[src/rtl/sdlc_urun_pkg.sv]
package sdlc_urun_pkg;
  localparam int unsigned CHAR_W = 8;
  localparam logic [CHAR_W-1:0] FLAG_PAT  = 8'h7E;
  localparam logic [CHAR_W-1:0] ABORT_PAT = 8'hFF;

  typedef enum logic [2:0] {
    ST_IDLE,
    ST_FLAG,
    ST_DATA,
    ST_CRC,
    ST_ABORT
  } tx_state_e;
endpackage

[src/rtl/sdlc_fcs_gen.sv]
module sdlc_fcs_gen #(
  parameter int unsigned   CRC_W = 16,
  parameter logic [CRC_W-1:0] POLY = 16'h8408
) (
  input  logic clk_i,
  input  logic rst_ni,
  input  logic init_i,
  input  logic upd_i,
  input  logic bit_i,
  input  logic shift_i,
  output logic fcs_bit_o
);
  logic [CRC_W-1:0] crc_q;

  always_ff @(posedge clk_i or negedge rst_ni) begin
    if (!rst_ni)       crc_q <= '1;
    else if (init_i)   crc_q <= '1;
    else if (upd_i)    crc_q <= (crc_q >> 1) ^ ((crc_q[0] ^ bit_i) ? POLY : '0);
    else if (shift_i)  crc_q <= {1'b1, crc_q[CRC_W-1:1]};
  end

  // complemented, LSB first on the line
  assign fcs_bit_o = ~crc_q[0];
endmodule

[src/rtl/sdlc_zero_ins.sv]
module sdlc_zero_ins #(
  parameter int unsigned RUN = 5
) (
  input  logic clk_i,
  input  logic rst_ni,
  input  logic bit_i,
  input  logic stuffable_i,
  output logic stuff_o
);
  localparam int unsigned CW = $clog2(RUN + 1);
  logic [CW-1:0] ones_q;

  assign stuff_o = (ones_q == CW'(RUN));

  always_ff @(posedge clk_i or negedge rst_ni) begin
    if (!rst_ni)                   ones_q <= '0;
    else if (stuff_o)              ones_q <= '0;
    else if (stuffable_i && bit_i) ones_q <= ones_q + 1'b1;
    else                           ones_q <= '0;
  end

  p_run_bound_r4: assert property (@(posedge clk_i) disable iff (!rst_ni)
    ones_q <= CW'(RUN));
endmodule

[src/rtl/sdlc_urun_status.sv]
module sdlc_urun_status (
  input  logic clk_i,
  input  logic rst_ni,
  input  logic set_i,
  input  logic clr_cmd_i,
  input  logic tx_en_i,
  input  logic auto_i,
  input  logic irq_en_i,
  output logic urun_o,
  output logic irq_o
);
  logic urun_q, urun_d;

  always_ff @(posedge clk_i or negedge rst_ni) begin
    if (!rst_ni) begin
      urun_q <= 1'b0;
      urun_d <= 1'b0;
    end else begin
      urun_d <= urun_q;
      if (set_i)                              urun_q <= 1'b1;
      else if ((clr_cmd_i && tx_en_i) || auto_i) urun_q <= 1'b0;
    end
  end

  assign urun_o = urun_q;
  assign irq_o  = urun_q & ~urun_d & irq_en_i;

  p_set_r6: assert property (@(posedge clk_i) disable iff (!rst_ni)
    set_i |=> urun_q);
  p_clr_gate_r9: assert property (@(posedge clk_i) disable iff (!rst_ni)
    (urun_q && clr_cmd_i && !tx_en_i && !auto_i) |=> urun_q);
  p_clr_r9: assert property (@(posedge clk_i) disable iff (!rst_ni)
    (clr_cmd_i && tx_en_i && !set_i) |=> !urun_q);
  p_irq_pulse_r8: assert property (@(posedge clk_i) disable iff (!rst_ni)
    irq_o |=> !irq_o);
endmodule

[src/rtl/sdlc_urun_tx.sv]
module sdlc_urun_tx
  import sdlc_urun_pkg::*;
#(
  parameter int unsigned      CRC_W     = 16,
  parameter logic [CRC_W-1:0] CRC_POLY  = 16'h8408,
  parameter int unsigned      STUFF_RUN = 5
) (
  input  logic              clk_i,
  input  logic              rst_ni,
  input  logic              tx_en_i,
  input  logic              abort_sel_i,
  input  logic              auto_clr_i,
  input  logic              irq_en_i,
  input  logic              urun_clr_i,
  input  logic              wr_valid_i,
  input  logic [CHAR_W-1:0] wr_data_i,
  output logic              buf_full_o,
  output logic              txd_o,
  output logic              urun_o,
  output logic              irq_o
);
  localparam int unsigned CNT_W = $clog2(CRC_W);
  localparam int unsigned IDX_W = $clog2(CHAR_W);

  tx_state_e         state_q, state_d;
  logic [CNT_W-1:0]  bit_cnt_q, bit_cnt_d;
  logic [CHAR_W-1:0] shreg_q, shreg_d;
  logic              cut_q, cut_d, cut_eff;
  logic [CHAR_W-1:0] buf_q;
  logic              buf_full_q;
  logic              txd_q;

  logic line_bit, cur_bit, stuffable, is_last, stuff_req, fcs_bit;
  logic load_buf, crc_init, crc_upd, crc_shift, urun_set, frame_start;

  sdlc_fcs_gen #(.CRC_W(CRC_W), .POLY(CRC_POLY)) u_fcs (
    .clk_i    (clk_i),
    .rst_ni   (rst_ni),
    .init_i   (crc_init),
    .upd_i    (crc_upd),
    .bit_i    (line_bit),
    .shift_i  (crc_shift),
    .fcs_bit_o(fcs_bit)
  );

  sdlc_zero_ins #(.RUN(STUFF_RUN)) u_zins (
    .clk_i      (clk_i),
    .rst_ni     (rst_ni),
    .bit_i      (line_bit),
    .stuffable_i(stuffable),
    .stuff_o    (stuff_req)
  );

  sdlc_urun_status u_stat (
    .clk_i    (clk_i),
    .rst_ni   (rst_ni),
    .set_i    (urun_set),
    .clr_cmd_i(urun_clr_i),
    .tx_en_i  (tx_en_i),
    .auto_i   (frame_start & auto_clr_i),
    .irq_en_i (irq_en_i),
    .urun_o   (urun_o),
    .irq_o    (irq_o)
  );

  always_comb begin
    state_d     = state_q;
    bit_cnt_d   = bit_cnt_q;
    shreg_d     = shreg_q;
    cut_d       = cut_q;
    line_bit    = 1'b1;
    stuffable   = 1'b0;
    load_buf    = 1'b0;
    crc_init    = 1'b0;
    crc_upd     = 1'b0;
    crc_shift   = 1'b0;
    urun_set    = 1'b0;
    frame_start = 1'b0;
    cut_eff     = cut_q | ~tx_en_i;
    is_last     = (state_q == ST_CRC) ? (bit_cnt_q == CNT_W'(CRC_W - 1))
                                      : (bit_cnt_q == CNT_W'(CHAR_W - 1));
    unique case (state_q)
      ST_FLAG, ST_DATA: cur_bit = shreg_q[0];
      ST_CRC:           cur_bit = cut_eff ? FLAG_PAT[bit_cnt_q[IDX_W-1:0]] : fcs_bit;
      default:          cur_bit = 1'b1;
    endcase

    if (stuff_req) begin
      line_bit = 1'b0;  // inserted zero; shifter stalls
    end else if (state_q == ST_IDLE) begin
      if (tx_en_i) begin
        state_d   = ST_FLAG;
        shreg_d   = FLAG_PAT;
        bit_cnt_d = '0;
      end
    end else begin
      line_bit  = cur_bit;
      stuffable = (state_q == ST_DATA) || ((state_q == ST_CRC) && !cut_eff);
      crc_upd   = (state_q == ST_DATA);
      crc_shift = (state_q == ST_CRC);
      if (state_q == ST_CRC) cut_d = cut_eff;
      if (!is_last) begin
        bit_cnt_d = bit_cnt_q + 1'b1;
        shreg_d   = shreg_q >> 1;
      end else begin
        bit_cnt_d = '0;
        cut_d     = 1'b0;
        shreg_d   = FLAG_PAT;
        unique case (state_q)
          ST_FLAG: begin
            if (!tx_en_i) state_d = ST_IDLE;
            else if (buf_full_q) begin
              state_d     = ST_DATA;
              shreg_d     = buf_q;
              load_buf    = 1'b1;
              crc_init    = 1'b1;
              frame_start = 1'b1;
            end else state_d = ST_FLAG;
          end
          ST_DATA: begin
            if (!tx_en_i) state_d = ST_IDLE;
            else if (buf_full_q) begin
              state_d  = ST_DATA;
              shreg_d  = buf_q;
              load_buf = 1'b1;
            end else begin
              urun_set = 1'b1;
              state_d  = abort_sel_i ? ST_ABORT : ST_CRC;
              shreg_d  = ABORT_PAT;
            end
          end
          ST_CRC:   state_d = cut_eff ? ST_IDLE : ST_FLAG;
          default:  state_d = tx_en_i ? ST_FLAG : ST_IDLE;
        endcase
      end
    end
  end

  always_ff @(posedge clk_i or negedge rst_ni) begin
    if (!rst_ni) begin
      state_q    <= ST_IDLE;
      bit_cnt_q  <= '0;
      shreg_q    <= FLAG_PAT;
      cut_q      <= 1'b0;
      buf_q      <= '0;
      buf_full_q <= 1'b0;
      txd_q      <= 1'b1;
    end else begin
      state_q   <= state_d;
      bit_cnt_q <= bit_cnt_d;
      shreg_q   <= shreg_d;
      cut_q     <= cut_d;
      txd_q     <= line_bit;
      if (load_buf) buf_full_q <= 1'b0;
      else if (wr_valid_i && !buf_full_q) begin
        buf_q      <= wr_data_i;
        buf_full_q <= 1'b1;
      end
    end
  end

  assign buf_full_o = buf_full_q;
  assign txd_o      = txd_q;

  p_buf_hold_r3: assert property (@(posedge clk_i) disable iff (!rst_ni)
    (buf_full_q && wr_valid_i && !load_buf) |=> (buf_full_q && $stable(buf_q)));
  p_underrun_path_r7: assert property (@(posedge clk_i) disable iff (!rst_ni)
    urun_set |=> (state_q == ($past(abort_sel_i) ? ST_ABORT : ST_CRC)));
  p_idle_mark_r11: assert property (@(posedge clk_i) disable iff (!rst_ni)
    (state_q == ST_IDLE && !stuff_req) |=> txd_o);
  p_cut_fill_r12: assert property (@(posedge clk_i) disable iff (!rst_ni)
    (state_q == ST_CRC && !tx_en_i && !stuff_req)
      |=> (txd_o == FLAG_PAT[$past(bit_cnt_q[IDX_W-1:0])]));
endmodule

[config.mk]
export PLATFORM = sky130hd
export DESIGN_NAME = sdlc_urun_tx
export DESIGN_NICKNAME = d
export VERILOG_FILES = /design/src/rtl/sdlc_urun_pkg.sv /design/src/rtl/sdlc_fcs_gen.sv /design/src/rtl/sdlc_zero_ins.sv /design/src/rtl/sdlc_urun_status.sv /design/src/rtl/sdlc_urun_tx.sv
export SDC_FILE = /design/constraint.sdc
export NUM_CORES = 1
export LEC_CHECK = 0
export BUFFER_PORTS_ARGS = -buffer_cell sky130_fd_sc_hd__buf_2
export CAP_MARGIN = 20
export CORE_MARGIN = 1.5
export CORE_UTILIZATION = 29
export CTS_BUF_LIST = sky130_fd_sc_hd__clkbuf_4
export CTS_CLUSTER_DIAMETER = 120
export DETAILED_ROUTE_END_ITERATION = 8
export GPL_TIMING_DRIVEN = 0
export PLACE_DENSITY_LB_ADDON = 0.25
export SYNTH_ARGS = -nofsm -noshare
export SYNTH_HDL_FRONTEND = slang
export SYNTH_HIERARCHICAL = 1
export SYNTH_SLANG_ARGS = --single-unit
[constraint.sdc]
create_clock -name clk_i -period 2.5 [get_ports clk_i]
set_input_delay 0.125 -clock clk_i [delete_from_list [all_inputs] [get_ports clk_i]]
set_output_delay 0.125 -clock clk_i [all_outputs]
set_load 0.05 [all_outputs]
==> results.py <==
metrics = {
    "logic_synthesis": {
        "syn_inst": 234,
        "syn_area_um2": 2480,
        "yosysWarnings": 6,
        "ys_types": 55,
        "synth-edff-count": 0,
        "synth_flop_cell": "dfrtp_1",
        "avgSynthCellArea_um2": 10.60,
        "synthArstFlopShare": 1.000,
        "syn-num-nets": 254,
        "synth-seq-area-share": 0.4859,
        "ys_ff_latch": 47,
    },
    "worst_setup_path": {
        "crit_buf_inv": 3,
        "slowest_delay_ns": 0.43,
        "cp-start-kind": "flip-flop",
        "cp.required_ns": 2.80,
        "crit_slowest_cell": "dfrtp_1",
        "critPathArrivalTime_ns": 2.57,
        "critical_path_class": "flip-flop to flip-flop",
        "cp_max_fo": 10,
        "rrSetupSlack_ns": 0.24,
        "path_cells": "ha_1 > and2_1 > nor4b_4 > nand2_1 > nor2_2 > buf_6 > or3_4 > buf_6 > buf_12 > nor2_2 > a21oi_2",
        "crit_family": "simple AND/OR/NAND/NOR gates",
        "worst_setup_path_end_kind": "flip-flop",
    },
    "sta": {
        "setup_violations": 0,
        "fmax_mhz": 442.0,
        "timing.final.crit_share": 0.9049,
        "timing.hold.ws_ns": 0.02686,
        "finalSetupTns_ns": 0,
        "slew_violations": 0,
        "rsz0062_at_grt": "false",
        "clock_skew_ns": 0.005432,
        "slew_headroom": 0.4964,
        "hold_viol_final": 0,
        "fin_crit_ns": 2.262,
        "worst-slew-pin-transition_ns": 0.7485,
    },
    "clock_network": {
        "cts_buffer_depth": 2,
        "post-cts-setup-buffers": 0,
        "h-tree-depth": 2,
        "cts.sinks": 47,
        "cts.clk_slew.worst_paths_ns": 0.15,
        "cts_tree": "yes",
        "clock_latency_ns": 0.36,
        "cts-root-buf": "clkbuf_4",
        "cts_buffers": 5,
    },
    "power": {
        "p_leak_uw": 0.001207,
        "power_uw": 3209,
        "ir_drop_uv": 278.9,
        "powerDensity_nw_per_um2": 1095,
    },
    "placement": {
        "io_buffers": 19,
        "gp_congestion": 0.8001,
        "dp_hpwl_um": 3402,
        "postPlaceCellArea_um2": 2706,
    },
    "die": {
        "die_area_um2": 9115,
        "die_w_um": 95.48,
        "num_io_pins": 20,
        "row_count": 33,
        "fp.dieH_um": 95.48,
        "core_area_um2": 8258,
        "initial_core_util": 0.3003,
    },
    "routing": {
        "drc": 0,
        "wl_um": 5054,
        "routedWlPerCell_um": 13.41,
        "drtIter0Drc": 93,
        "first_pass_iters": 4,
        "ant_nets": 0,
        "route.vias.total": 1818,
        "viasPerCell": 4.822,
    },
    "cells_and_area": {
        "antennaDiodeCount": 0,
        "layout.nets": 291,
        "drive_gt1_frac": 0.3713,
        "design_area_um2": 2932,
        "syn_to_final_growth_pct": 18.21,
        "finish.utilization": 0.3550,
    },
    "flow_run": {
        "drv_cap": 0,
    },
    "global_route": {
        "grt_max_degree": 48,
        "antenna_found_initial": 0,
        "overflow": 0,
        "first_global_vias": 1764,
        "grt_usage": 0.1225,
        "grt_pass1_wl_um": 8569,
    },
    "worst_hold_path": {
        "hold_path.class": "primary input to flip-flop",
    },
    "outcome": {
        "outcome": "finished, final reports clean",
    },
}
routing by layer:
| layer | GRT usage | up-vias | part of all wire |
|---|---|---|---|
| li1 | - | 890 | - |
| met1 | 0.1631 | 882 | 0.48 |
| met2 | 0.1998 | 41 | 0.47 |
| met3 | 0.02233 | 5 | 0.035 |
| met4 | 0.04044 | 0 | 0.013 |
| met5 | 0 | - | 0 |
where the power goes:
| group | total, µW | internal, µW | switching, µW |
|---|---|---|---|
| Sequential | 1350 | 1160 | 189 |
| Combinational | 1390 | 649 | 738 |
| Clock | 470 | 211 | 259 |
| Total | 3210 | 2020 | 1190 |
tightest hold or removal path: stages:
cell     delay (ns)
buf_2          0.12
nand2_1        0.06
mux2i_1        0.06
cell usage in the layout (no fill, tap or decap), types with 2 or more instances in the layout:
master / count
nor3_2: 2
o22a_1: 5
nor3_1: 6
nand2_1: 15
clkbuf_4: 5
mux2_2: 10
inv_1: 10
ha_1: 4
a21oi_2: 13
nand3b_1: 2
o221ai_1: 2
o31a_1: 2
dfstp_2: 23
a21oi_1: 4
clkbuf_1: 2
clkbuf_2: 2
nand3_1: 2
nor2_2: 8
a32oi_1: 2
buf_12: 3
mux2i_1: 5
dlygate4sd3_1: 10
nor2b_1: 3
a21o_1: 3
o21a_1: 6
nand2b_1: 6
buf_6: 3
nor2_1: 27
and2_1: 2
o21ai_0: 6
xor2_1: 3
dfrtp_1: 24
buf_2: 23
flip-flops by register name, summed over array words and instances (netlist names):
signal,cells
state_q,3
u_fcs/crc_q,16
buf_q,8
u_zins/ones_q,3
bit_cnt_q,4
u_stat/urun_d,1
shreg_q,8
u_stat/urun_o,1
cut_q,1
buf_full_o,1
txd_o,1
area by class of cell:
| class | count | area [µm²] |
|---|---|---|
| multi-input cells | 163 | 1142 |
| plain buffers | 14 | 118.9 |
| clock inverters | 3 | 43.79 |
| repair buffers | 30 | 215.2 |
| fillers | 863 | 5326 |
| flip-flops and latches | 47 | 1205 |
| inverters | 10 | 37.54 |
| well taps | 105 | 131.4 |
| clock buffers | 5 | 37.54 |
cells by family (layout without fill, tap and decap cells):
logic type | Yosys count | after routing | share of synthesized area
mux | 15 | 15 | 0.06559
flops | 47 | 47 | 0.4859
buf+inv | 24 | 62 | 0.06206
compound gates | 55 | 55 | 0.1731
xor+xnor | 3 | 3 | 0.01060
simple gates | 86 | 86 | 0.1827
fa+ha+maj | 4 | 4 | 0.02018
timing repair:
item	in CTS	in global routing
setup endpoints to repair	1	13
resized for setup	1	6
hold buffers	10	0
pin swaps	0	0
endpoints found under the hold margin	33	0
path summary, 6_finish.rpt:
path,startpoint,to,depth (start not counted)
min in group asynchronous,rst_ni,buf_q[4],2
hold reg to reg,u_stat/urun_o,u_stat/urun_d,0
hold / removal,abort_sel_i,state_q[2],3
setup / recovery,u_zins/ones_q[0],u_fcs/crc_q[14],11
setup reg to reg,u_zins/ones_q[0],u_fcs/crc_q[14],11
max in group asynchronous,rst_ni,u_fcs/crc_q[3],3
cell usage after synthesis, types with 4 or more instances:
| cell type | instances | area [µm²] |
|---|---|---|
| a21oi_1 | 4 | 20.02 |
| a21oi_2 | 13 | 113.9 |
| buf_2 | 4 | 20.02 |
| clkbuf_1 | 4 | 15.01 |
| dfrtp_1 | 24 | 600.6 |
| dfstp_2 | 23 | 604.3 |
| ha_1 | 4 | 50.05 |
| inv_1 | 10 | 37.54 |
| mux2_2 | 10 | 112.6 |
| mux2i_1 | 5 | 50.05 |
| nand2_1 | 15 | 56.30 |
| nand2b_1 | 6 | 37.54 |
| nor2_1 | 28 | 105.1 |
| nor2_2 | 7 | 43.79 |
| nor3_1 | 8 | 40.04 |
| o21a_1 | 6 | 45.04 |
| o21ai_0 | 6 | 30.03 |
| o22a_1 | 5 | 43.79 |
stage by stage:
| stage | instances | setup slack [ns] |
|---|---|---|
| floorplan | 234 | 0.4731 |
| global placement | 358 | 0.03867 |
| detailed placement | 358 | 0.04241 |
| CTS | 376 | 0.06904 |
| global route | 377 | 0.03355 |
| finish | 377 | 0.2377 |
No activity file was read; power rests on OpenSTA's default activity.
